===== config.mk =====
export PLATFORM = sky130hd
export DESIGN_NAME = pdn_sequencer
export DESIGN_NICKNAME = d
export VERILOG_FILES = /design/src/rtl/pdn_pkg.sv /design/src/rtl/pdn_ctrl_regs.sv /design/src/rtl/pdn_wake_timer.sv /design/src/rtl/pdn_fsm.sv /design/src/rtl/pdn_clk_gate.sv /design/src/rtl/pdn_sequencer.sv
export SDC_FILE = /design/constraint.sdc
export NUM_CORES = 1
export LEC_CHECK = 0
export BUFFER_PORTS_ARGS = -buffer_cell sky130_fd_sc_hd__buf_2
export CAP_MARGIN = 10
export CORE_UTILIZATION = 45
export CTS_CLUSTER_DIAMETER = 100
export CTS_CLUSTER_SIZE = 8
export DETAILED_ROUTE_END_ITERATION = 6
export PLACE_DENSITY = 0.7
export REMOVE_ABC_BUFFERS = 1
export SYNTH_ARGS = -nofsm -noshare
export SYNTH_HDL_FRONTEND = slang
export SYNTH_SLANG_ARGS = --single-unit

===== constraint.sdc =====
create_clock -name clk -period 1.75 [get_ports clk]
set_clock_uncertainty 0.1 [all_clocks]
set_input_delay 0.35 -clock clk [delete_from_list [all_inputs] [get_ports clk]]
set_output_delay 0.35 -clock clk [all_outputs]
set_load 0.03 [all_outputs]

===== src/rtl/pdn_pkg.sv =====
package pdn_pkg;

  localparam int REG_W = 9;

  localparam int F_ARM   = 0;
  localparam int F_WAIT  = 1;
  localparam int F_DLY   = 2;
  localparam int F_IRQEN = 3;
  localparam int F_FLAG  = 4;
  localparam int F_OSC0  = 5;   // bits 5..8: crystal, fast, slow, pll

  localparam int N_SRC = 4;
  localparam int S_XTAL = 0;
  localparam int S_FAST = 1;
  localparam int S_SLOW = 2;
  localparam int S_PLL  = 3;

  typedef enum logic [1:0] {
    ST_RUN  = 2'd0,
    ST_WAIT = 2'd1,
    ST_PD   = 2'd2,
    ST_DLY  = 2'd3
  } pdn_state_t;

  // terminal count loaded into the down-counter on the wake edge
  function automatic int unsigned dly_terminal(input logic xtal,
                                               input int unsigned long_c,
                                               input int unsigned short_c);
    return xtal ? (long_c - 1) : (short_c - 1);
  endfunction

endpackage


===== src/rtl/pdn_ctrl_regs.sv =====
module pdn_ctrl_regs
  import pdn_pkg::*;
(
  input  logic             clk,
  input  logic             rst_n,
  input  logic             wr_en,
  input  logic [REG_W-1:0] wr_data,
  input  logic             arm_clr,
  input  logic             wake_evt,
  output logic             arm,
  output logic             wait_cpu,
  output logic             dly_en,
  output logic             irq_en,
  output logic             flag,
  output logic [N_SRC-1:0] osc_on,
  output logic [REG_W-1:0] rd_data
);

  localparam logic [N_SRC-1:0] OSC_RST = 4'b0110;

  always_ff @(posedge clk or negedge rst_n) begin
    if (!rst_n) begin
      arm      <= 1'b0;
      wait_cpu <= 1'b0;
      dly_en   <= 1'b0;
      irq_en   <= 1'b0;
      osc_on   <= OSC_RST;
    end else begin
      if (arm_clr)    arm <= 1'b0;
      else if (wr_en) arm <= wr_data[F_ARM];
      if (wr_en) begin
        wait_cpu <= wr_data[F_WAIT];
        dly_en   <= wr_data[F_DLY];
        irq_en   <= wr_data[F_IRQEN];
        osc_on   <= wr_data[F_OSC0 +: N_SRC];
      end
    end
  end

  // sticky wake flag: set wins over a same-cycle write-one-to-clear
  always_ff @(posedge clk or negedge rst_n) begin
    if (!rst_n)                        flag <= 1'b0;
    else if (wake_evt && irq_en)       flag <= 1'b1;
    else if (wr_en && wr_data[F_FLAG]) flag <= 1'b0;
  end

  always_comb begin
    rd_data                  = '0;
    rd_data[F_ARM]           = arm;
    rd_data[F_WAIT]          = wait_cpu;
    rd_data[F_DLY]           = dly_en;
    rd_data[F_IRQEN]         = irq_en;
    rd_data[F_FLAG]          = flag;
    rd_data[F_OSC0 +: N_SRC] = osc_on;
  end

endmodule


===== src/rtl/pdn_wake_timer.sv =====
module pdn_wake_timer #(
  parameter int CNT_W = 12
) (
  input  logic             clk,
  input  logic             rst_n,
  input  logic             load,
  input  logic [CNT_W-1:0] load_val,
  output logic             done
);

  logic [CNT_W-1:0] cnt;

  always_ff @(posedge clk or negedge rst_n) begin
    if (!rst_n)        cnt <= '0;
    else if (load)     cnt <= load_val;
    else if (cnt != 0) cnt <= cnt - 1'b1;
  end

  assign done = (cnt == '0);

endmodule


===== src/rtl/pdn_fsm.sv =====
module pdn_fsm
  import pdn_pkg::*;
(
  input  logic       clk,
  input  logic       rst_n,
  input  logic       arm,
  input  logic       wait_cpu,
  input  logic       dly_en,
  input  logic       cpu_sleep,
  input  logic       wake_any,
  input  logic       dly_done,
  output pdn_state_t state,
  output logic       wake_hit,
  output logic       load_dly
);

  pdn_state_t nxt;

  assign wake_hit = (state == ST_PD) && wake_any;
  assign load_dly = wake_hit && dly_en;

  always_comb begin
    nxt = state;
    unique case (state)
      ST_RUN:  if (arm) nxt = wait_cpu ? ST_WAIT : ST_PD;
      ST_WAIT: begin
        if (!arm)                       nxt = ST_RUN;
        else if (cpu_sleep || !wait_cpu) nxt = ST_PD;
      end
      ST_PD:   if (wake_any) nxt = dly_en ? ST_DLY : ST_RUN;
      ST_DLY:  if (dly_done) nxt = ST_RUN;
      default: nxt = ST_RUN;
    endcase
  end

  always_ff @(posedge clk or negedge rst_n) begin
    if (!rst_n) state <= ST_RUN;
    else        state <= nxt;
  end

endmodule


===== src/rtl/pdn_clk_gate.sv =====
module pdn_clk_gate
  import pdn_pkg::*;
#(
  parameter logic [N_SRC-1:0] FORCE_OFF = 4'b1011
) (
  input  pdn_state_t       state,
  input  logic [N_SRC-1:0] osc_on,
  output logic [N_SRC-1:0] osc_en,
  output logic             sys_en
);

  logic in_pd;
  assign in_pd = (state == ST_PD);

  for (genvar g = 0; g < N_SRC; g++) begin : g_src
    if (FORCE_OFF[g]) begin : g_forced
      assign osc_en[g] = osc_on[g] && !in_pd;
    end else begin : g_free
      assign osc_en[g] = osc_on[g];
    end
  end

  assign sys_en = (state == ST_RUN) || (state == ST_WAIT);

endmodule


===== src/rtl/pdn_sequencer.sv =====
module pdn_sequencer
  import pdn_pkg::*;
#(
  parameter int unsigned LONG_DLY  = 4096,
  parameter int unsigned SHORT_DLY = 256
) (
  input  logic             clk,
  input  logic             rst_n,
  input  logic             cfg_wr,
  input  logic [REG_W-1:0] cfg_wdata,
  output logic [REG_W-1:0] cfg_rdata,
  input  logic             cpu_sleep,
  input  logic             wake_gpio,
  input  logic             wake_uart,
  input  logic             clk_src_xtal,
  output logic             xtal_en,
  output logic             fast_osc_en,
  output logic             slow_osc_en,
  output logic             pll_en,
  output logic             sysclk_en,
  output logic             wake_irq,
  output logic [1:0]       seq_state
);

  localparam int CNT_W = $clog2(LONG_DLY);

  logic             arm, wait_cpu, dly_en, irq_en, flag;
  logic [N_SRC-1:0] osc_on, osc_en;
  logic             wake_any, wake_hit, load_dly, dly_done;
  logic [CNT_W-1:0] dly_val;
  pdn_state_t       state;

  assign wake_any = wake_gpio || wake_uart;
  assign dly_val  = CNT_W'(dly_terminal(clk_src_xtal, LONG_DLY, SHORT_DLY));

  pdn_ctrl_regs u_regs (
    .clk      (clk),
    .rst_n    (rst_n),
    .wr_en    (cfg_wr),
    .wr_data  (cfg_wdata),
    .arm_clr  (wake_hit),
    .wake_evt (wake_hit),
    .arm      (arm),
    .wait_cpu (wait_cpu),
    .dly_en   (dly_en),
    .irq_en   (irq_en),
    .flag     (flag),
    .osc_on   (osc_on),
    .rd_data  (cfg_rdata)
  );

  pdn_fsm u_fsm (
    .clk       (clk),
    .rst_n     (rst_n),
    .arm       (arm),
    .wait_cpu  (wait_cpu),
    .dly_en    (dly_en),
    .cpu_sleep (cpu_sleep),
    .wake_any  (wake_any),
    .dly_done  (dly_done),
    .state     (state),
    .wake_hit  (wake_hit),
    .load_dly  (load_dly)
  );

  pdn_wake_timer #(.CNT_W(CNT_W)) u_timer (
    .clk      (clk),
    .rst_n    (rst_n),
    .load     (load_dly),
    .load_val (dly_val),
    .done     (dly_done)
  );

  pdn_clk_gate u_gate (
    .state  (state),
    .osc_on (osc_on),
    .osc_en (osc_en),
    .sys_en (sysclk_en)
  );

  assign xtal_en     = osc_en[S_XTAL];
  assign fast_osc_en = osc_en[S_FAST];
  assign slow_osc_en = osc_en[S_SLOW];
  assign pll_en      = osc_en[S_PLL];
  assign wake_irq    = flag && irq_en;
  assign seq_state   = state;

endmodule


**Word level (Yosys, flattened, before mapping)**

Index checks and enable logic that the tools add are counted.

- Bits in registers: 23
- Input port bits: 16
- Output and inout bits: 17
- Word-level logic and storage cells: 51

- $add $sub $neg: 1
- Equal/unequal tests: 7
- Muxes and demuxes: 15
- Reduce and logical (&&, ||, !) cells: 20

Operators with widths:

| operator | count |
|---|---|
| two-way mux 12 bit | 3 |
| two-way mux 2 bit | 7 |
| logical NOT 12 bit | 1 |
| nonzero test 12 bit | 1 |
| subtractor 12 x 1 -> 12 bit, second input constant | 1 |
| logical AND 1 bit | 8 |
| case mux 2 bit (4 select lines) | 1 |
| != test 2 bit, second input constant | 3 |
| nonzero test 2 bit | 3 |
| equality test 2 bit, second input constant | 2 |
| two-way mux 1 bit | 4 |
| AND reduction 4 bit | 1 |
| logical OR 1 bit | 3 |
| != test 3 x 2 -> 1 bit, second input constant | 1 |
| equality test 2 x 1 -> 1 bit, second input constant | 1 |
| logical NOT 1 bit | 2 |
| logical NOT 2 bit | 1 |

**Logic depth before layout (Yosys ltp)**

Gate-level depths: netlist (run 1).

- Depth in word-level cells: 5
- Depth in mapped cells: 7
- Gate-level depth less buffers: 6

**By module**

Synthesis (run 1) repeated with hierarchy kept, for this count alone.

- Cells, all modules: 125
- Area, all modules: 1368.8 um^2

By module, submodules not included:

| module | instances | cells an instance | area each (um^2) |
|---|---|---|---|
| pdn_wake_timer | 1 | 72 | 730.7 |
| pdn_ctrl_regs | 1 | 30 | 437.9 |
| pdn_fsm | 1 | 14 | 147.6 |
| pdn_clk_gate | 1 | 6 | 36.3 |
| pdn_sequencer | 1 | 3 | 16.3 |

**Worst setup path after synthesis (run 1)**

No wires, ideal clock.

- Path type: flip-flop to flip-flop
- From: register u_fsm.state[0]
- To: register u_timer.cnt[10]
- Library setup time: 0.128 ns
- Data arrival time: 1.439 ns
- Data required time: 1.522 ns
- Slack: 0.083 ns
- Cell stages (with the launch flop): 6
- Clock period less this slack: 1.667 ns
- Cell sequence: dfrtp_1 > nand2b_1 > or3b_1 > buf_4 > nand2_1 > o21ai_0

- Word-level cells in the longest chain between the ends: 4
- Elaborated cells on any way between the ends: 5
- Classes of those cells: eq/ne: 1; mux: 1; reduce/logical: 3

Ends and longest elaborated chain:

| element | RTL line | text |
|---|---|---|
| from (decl) | pdn_fsm.sv:12 | `output pdn_state_t state,` |
| from (signal assigned) | pdn_fsm.sv:38 | `else state <= nxt;` |
| equality test 2 bit * | pdn_fsm.sv:19 | `assign wake_hit = (state == ST_PD) && wake_any;` |
| logical AND 1 bit * | pdn_fsm.sv:19 |  |
| logical AND 1 bit * | pdn_fsm.sv:20 | `assign load_dly = wake_hit && dly_en;` |
| two-way mux 12 bit / nonzero test 2 bit (equally long branches) | - |  |
| to (signal assigned) | pdn_wake_timer.sv:15 | `else if (load) cnt <= load_val;` |
| to (signal assigned) | pdn_wake_timer.sv:16 | `else if (cnt != 0) cnt <= cnt - 1'b1;` |
| to (decl) | pdn_wake_timer.sv:11 | `logic [CNT_W-1:0] cnt;` |

Every way passes the cells marked *; elsewhere a longest branch is shown, timed or not.
A chain may end at the register's enable or synchronous reset.

**Worst setup path after layout (run 1)**

- From: register u_fsm.state[1]
- To: output port xtal_en

- Word-level cells in the longest chain between the ends: 3

Ends and longest elaborated chain:

| element | RTL line | text |
|---|---|---|
| equality test 2 bit | pdn_clk_gate.sv:13 | `assign in_pd = (state == ST_PD);` |
| logical NOT 1 bit | pdn_clk_gate.sv:17 | `assign osc_en[g] = osc_on[g] && !in_pd;` |
| logical AND 1 bit | pdn_clk_gate.sv:17 |  |
| to (decl) | pdn_sequencer.sv:16 | `output logic xtal_en,` |

Every way passes these cells.

==> results of run 1 <==
per-stage QoR:
stage          cell area [µm²]  setup slack (ps)
2_1_floorplan             1170              70.6
3_3_place_gp              1410               125
3_5_place_dp              1410              95.5
4_1_cts                   1460              71.2
5_1_grt                   1460              2.18
6_report                  1460              91.1
power by group:
group / internal, W / leakage (nW) / switching (W)
combinational: 0.000383 / 0.413 / 0.000562
clock: 0.0000853 / 0.0177 / 0.000159
sequential: 0.000707 / 0.257 / 0.000202
total: 0.00117 / 0.688 / 0.000923
cell families after synthesis:
family | count (synthesis)
xor+xnor | 4
compound gates | 20
mux | 8
fa+ha+maj | 2
simple gates | 49
buf+inv | 14
flops | 23
synthesized netlist by cell type, drive strengths merged:
| master | n | area, µm² |
|---|---|---|
| a32oi | 1 | 8.76 |
| nand3 | 8 | 40.0 |
| a31oi | 4 | 25.0 |
| buf | 8 | 60.1 |
| o211ai | 1 | 7.51 |
| xor2 | 3 | 26.3 |
| nor3b | 1 | 7.51 |
| o31ai | 1 | 7.51 |
| ha | 2 | 25.0 |
| nand2 | 10 | 37.5 |
| mux2 | 7 | 78.8 |
| nor2 | 9 | 33.8 |
| clkbuf | 1 | 3.75 |
| and2 | 6 | 37.5 |
| dfstp | 2 | 52.6 |
| dfrtp | 21 | 526 |
| inv | 5 | 18.8 |
| a21oi | 3 | 15.0 |
| nand4 | 2 | 12.5 |
| nand2b | 2 | 12.5 |
| a31o | 1 | 8.76 |
| nor4 | 2 | 42.5 |
| nor3 | 2 | 21.3 |
| and4 | 2 | 17.5 |
| nor2b | 1 | 6.26 |
| or3 | 2 | 12.5 |
| mux2i | 1 | 10.0 |
| or3b | 1 | 8.76 |
| o21ai | 8 | 40.0 |
| a22o | 1 | 8.76 |
| nand4b | 1 | 8.76 |
| xnor2 | 1 | 8.76 |
cell type report:
cell class / instances / area (µm²)
timing repair buffer: 39 / 215
multi-input combinational: 83 / 577
clock buffer: 3 / 22.5
sequential: 23 / 579
inverter: 5 / 18.8
fill: 221 / 1070
clock inverter: 1 / 5.00
tap: 30 / 37.5
worst paths after layout:
check                                        end  cells after the start        startpoint  slack, ps
worst max-delay path                     xtal_en                      3    u_fsm.state[1]         90
worst min register to register  u_regs.osc_on[0]                      1  u_regs.osc_on[0]        440
min in group asynchronous         u_timer.cnt[4]                      2             rst_n        430
max in group asynchronous         u_fsm.state[1]                      2             rst_n        750
worst min-delay path               u_regs.dly_en                      2      cfg_wdata[2]        160
worst max register to register    u_timer.cnt[4]                      5    u_timer.cnt[9]        130
flip-flops by register name, indices dropped and copies added (netlist names):
name             cells
u_regs.arm           1
u_fsm.state          2
u_regs.irq_en        1
u_regs.wait_cpu      1
u_timer.cnt         12
u_regs.osc_on        4
u_regs.dly_en        1
u_regs.flag          1
metal layers:
metal	global-route usage	vias up	routed length, µm
li1	-	484	-
met1	0.257	462	1120
met5	0	-	0
met4	0.0897	0	36
met2	0.285	34	1090
met3	0.0250	4	125
timing repair:
action	CTS	global route
endpoints found under the setup margin	3	0
hold buffers	1	0
gates resized for setup	2	0
hold endpoints to repair	21	0
==> metrics.md, run 1 <==
| Metric | Value |
|---|---|
| Critical path required time | roughly 1300 ps |
| CTS tree | done |
| # IOs | 33 |
| Cell count after synthesis | 120 |
| CTS sink cnt | 23 |
| Fin cells | 184 |
| Synthesized area | between 0.001 and 0.0015 mm² |
| Worst-Margin Slew | between 500 and 600 ps |
| Commonest non-fill, non-tap cell in the layout | buf_2 |
| Register clock-pin slew on the reported worst setup and hold paths | 130 ps |
| Die area | ~0.003 mm² |
| Setup bufs post-CTS | 0 |
| Max cap viols | 0 |
| Initial antenna violation count | 0 |
| Synthesized area per cell | 10.2 µm² |
| Arrival time of the worst setup path | 1210 ps |
| Crit path kind | flip-flop to output port |
| Root Driver | clkbuf_4 |
| Core ar. | 0.00252 mm² |
| Slowest CP cell | dfrtp_2 |
| Status | finished, final reports clean |
| Final WL | 2.37 mm |
| WL/cell | 12.9 µm |
| Commonest cells after routing, fill and taps aside | buf_2, dfrtp_1, nand2_1 |
| Hold_ws | 161 ps |
| PortBufs | 32 |
| Post-DRT Antenna Nets | 0 |
| Detailed-route via count | 984 |
| First-pass GRT wire length | 3.80 mm |
| Layout Utilization | 0.577 |
| CTS HTree Levels | 1 |
| Num CTS Buffers | 3 |
| Die width | between 50 and 60 µm |
| Nets | 173 |
| Synthesis Warnings | 0 |
| CP max FO | 8 |
| Worst path cell trace | nand2b_4, and2_1, buf_2 |
| Synth-to-Final Area Change | 18.3% |
| Starting Density | 0.488 |
| Drt pass-1 iters | 4 |
| Max Slew Vio Count | 0 |
| Post-synthesis adder-cell area fraction | 0.0203 |
| CP peak stage delay | roughly 490 ps |
| Clock latency on the worst-skew pair | 310 ps |
| Final critical-path share of the clock period | 0.948 |
| Fmax achieved | around 600 MHz |
| Final Hold Fails | 0 |
| Post-synth cell types | 34 |
| Grt ovf | 0 |
| Layout cells sized above 1 | 0.370 |
| Longest Clk Path Bufs | 2 |
| Total Power | 0.00210 W |
| Diodes inserted | 0 |
| RSZ-0062 raised after global routing | false |
| Largest net degree at the start of global routing | 24 |
| Cells after DPL | approximately 180 |
| Min-delay worst type | input port to flip-flop |
| CP Launch Type | flip-flop |
| Multiplexer share of the synthesized area | 0.0722 |
| Row count | 18 |
| Synth Area in Compound Gates | 0.0987 |
| Setup TNS | 0 ps |
| Pwr Density | 1440 mW/mm² |
| Bufs and invs on worst path | 1 |
| Vert. Die Dim | 54.3 µm |
| Number of synthesized register bits | 23 |
| Slew headroom | 0.655 |
| Delay-heaviest family, CP | flip-flops |
| Largest family of logic cells by synthesized area | simple AND/OR/NAND/NOR gates |
| DP HPWL | 1.82 mm |
| Register area share after synthesis | 0.470 |
| RePlAce Congestion | between 0.8 and 0.9 |
| Drt drc | 0 |
| Post-Synth XOR/XNOR Area | 0.0285 |
| Final Critical Period | 1660 ps |
| CP endpoint kind | output port |
| Vias in the first global route | around 870 |
| Leak pwr | 0.688 nW |
| Post-synthesis simple-gate area fraction | 0.243 |
| Finish-stage setup viols | 0 |
| Via-to-Cell Ratio | 5.35 |
| VDD IR max | around 1.1 mV |
| First DRT Iteration DRCs | 18 |
| GRT Util Overall | 0.186 |
Power figures use the tool's default switching activity.
==> run 2: changes to the inputs <==
--- a/config.mk
+++ b/config.mk
@@ -7,11 +7,11 @@
 export LEC_CHECK = 0
 export BUFFER_PORTS_ARGS = -buffer_cell sky130_fd_sc_hd__buf_2
 export CAP_MARGIN = 10
-export CORE_UTILIZATION = 45
+export CORE_UTILIZATION = 50
 export CTS_CLUSTER_DIAMETER = 100
 export CTS_CLUSTER_SIZE = 8
 export DETAILED_ROUTE_END_ITERATION = 6
-export PLACE_DENSITY = 0.7
+export PLACE_DENSITY = 0.76
 export REMOVE_ABC_BUFFERS = 1
 export SYNTH_ARGS = -nofsm -noshare
 export SYNTH_HDL_FRONTEND = slang
==> run 2 against run 1 <==
Via count rose by 1.9%. Global-route usage grew 2.4 points. Clock power hardly changed. Fmax increased by 1.6%. Critical endpoint is now u_timer.cnt[8]. Largest cell class unchanged. Non-clock buffer count down 1. Worst hold slack gained 12 ps. Core utilization grew 6.5 points. Worst setup slack improved by 26 ps. Wire length increased by 6.4%. Register-to-register slack is essentially flat.
==> metrics.md, run 2 (synthesized netlist as in run 1, its figures left out) <==
| Metric | Value |
|---|---|
| Crit path kind | flip-flop to flip-flop |
| VDD IR max | 0.970 mV |
| Arrival time of the worst setup path | approximately 1800 ps |
| Max layer used | met4 |
| Drt drc | 0 |
| FF-to-FF End | u_timer.cnt[8] |
| Reg2Reg Launch Point | u_timer.cnt[1] |
| Critical path required time | 1880 ps |
| Drt pass-1 iters | 4 |
| Worst-Margin Slew | 519 ps |
| Num CTS Buffers | 3 |
| Setup TNS | 0 ps |
| Final critical-path share of the clock period | 0.933 |
| Vert. Die Dim | slightly above 50 µm |
| Die area | 0.00266 mm² |
| Detailed-route via count | 1003 |
| Final Critical Period | 1630 ps |
| # IOs | 33 |
| PortBufs | 32 |
| Max cap viols | 0 |
| CP Launch Type | flip-flop |
| Starting Density | 0.546 |
| CP max FO | 4 |
| Die width | around 52 µm |
| Met3 WL | 66 µm |
| DP HPWL | 1.89 mm |
| Max Slew Vio Count | 0 |
| Vias in the first global route | just over 900 |
| Setup crit end | u_timer.cnt[8] |
| Largest net degree at the start of global routing | 24 |
| Root Driver | clkbuf_4 |
| Setup bufs post-CTS | 0 |
| CTS HTree Levels | 1 |
| RePlAce Congestion | 0.803 |
| Layout cells sized above 1 | 0.366 |
| Biggest regs | u_timer.cnt (12), u_regs.osc_on (4), u_fsm.state (2) |
| Synth-to-Final Area Change | 17.6% |
| Min-delay worst type | input port to flip-flop |
| Core ar. | 0.00225 mm² |
| Grt ovf | 0 |
| WL/cell | around 14 µm |
| Initial antenna violation count | 0 |
| CTS sink cnt | 23 |
| Finish-stage setup viols | 0 |
| Register-to-register setup slack | approximately 120 ps |
| Final WL | approximately 2.5 mm |
| Max reg flops | 12 |
| First-pass GRT wire length | 4.12 mm |
| Diodes inserted | 0 |
| CP startpoint | u_timer.cnt[1] |
| First DRT Iteration DRCs | 12 |
| Met2 WL | about 1.3 mm |
| Pre-CTS setup slack | 117 ps |
| Reg with most FFs | u_timer.cnt |
| Commonest non-fill, non-tap cell in the layout | buf_2 |
| Leak pwr | slightly below 0.7 nW |
| Post-DRT Antenna Nets | 0 |
| Final Hold Fails | 0 |
| Via-to-Cell Ratio | 5.54 |
| Nets | 172 |
| Row count | 17 |
| Met1 Routed Length | 1.12 mm |
| Status | finished, final reports clean |
| Register clock-pin slew on the reported worst setup and hold paths | 120 ps |
| CP endpoint kind | flip-flop |
| RSZ-0062 raised after global routing | false |
| Commonest cells after routing, fill and taps aside | buf_2, dfrtp_1, nand2_1 |
| FF-to-FF path depth | 6 |
| Pwr Density | between 1000 and 1500 mW/mm² |
| Fmax achieved | 612 MHz |
| Longest Clk Path Bufs | 2 |
| CTS tree | done |
| Setup WS post-layout | between 100 and 150 ps |
| Slew headroom | 0.654 |
| Clock latency on the worst-skew pair | 300 ps |
| GRT Util Overall | 0.210 |
==> run 2: changes by cell type in the layout (fill, tap and decap cells not counted) <==
cell      delta
buf_4        -1
clkbuf_1     +1
nor2b_2      +1
clkinv_2     -1
nor2b_1      -1
==> run 2: timing repair <==
| item | CTS | global route |
|---|---|---|
| setup endpoints to repair | 0 | 6 |
| hold buffers | 1 | 0 |
| endpoints found under the hold margin | 21 | 0 |
| resized for setup | 0 | 3 |
==> run 2: worst min path at each step <==
stage,from,endpoint,slack [ps],cells past startpoint
5_1_grt,cfg_wdata[1],u_regs.wait_cpu,160,2
6_report,cfg_wdata[2],u_regs.dly_en,170,2
3_3_place_gp,rst_n,u_timer.cnt[2],250,1
4_1_cts,cfg_wdata[2],u_regs.dly_en,160,2
3_5_place_dp,rst_n,u_timer.cnt[7],260,1
2_1_floorplan,rst_n,u_fsm.state[0],-50,0
==> run 2: layout make-up <==
type / instances / area (µm²)
multi-input cells: 83 / 579
flip-flops and latches: 23 / 579
well taps: 28 / 35.0
clock buffers: 4 / 26.3
repair buffers: 38 / 208
fillers: 208 / 808
inverters: 5 / 18.8
==> run 2: power by group <==
group          total (W)  switching (W)  leakage [nW]  internal, W
clock           0.000242       0.000153        0.0150    0.0000887
sequential      0.000910       0.000203         0.257     0.000707
combinational   0.000938       0.000562         0.408     0.000376
==> run 2: worst max-delay path, cell delays in order, from the launching register on <==
cell and delay [ps]:
dfrtp_2 430, inv_1 70, ha_1 180, nor2b_2 150, and2_1 140, or3_1 340
a31oi_1 170
==> run 2: stage by stage <==
step	instance area [µm²]	power (W)	cells	util	hold slack [ps]
floorplan	1170	0.00152	111	-	-45.6
global placement	1400	0.00180	176	0.620	247
detailed placement	1400	0.00183	176	0.620	256
CTS	1440	0.00207	181	0.637	165
global route	1450	0.00223	181	0.642	157
finish	1450	0.00209	181	0.642	173
==> run 2: routing by layer <==
| metal | up-vias | GRT usage |
|---|---|---|
| met3 | 2 | 0.0263 |
| li1 | 485 | - |
| met1 | 491 | 0.265 |
| met2 | 25 | 0.366 |
| met5 | - | 0 |
| met4 | 0 | 0.0766 |
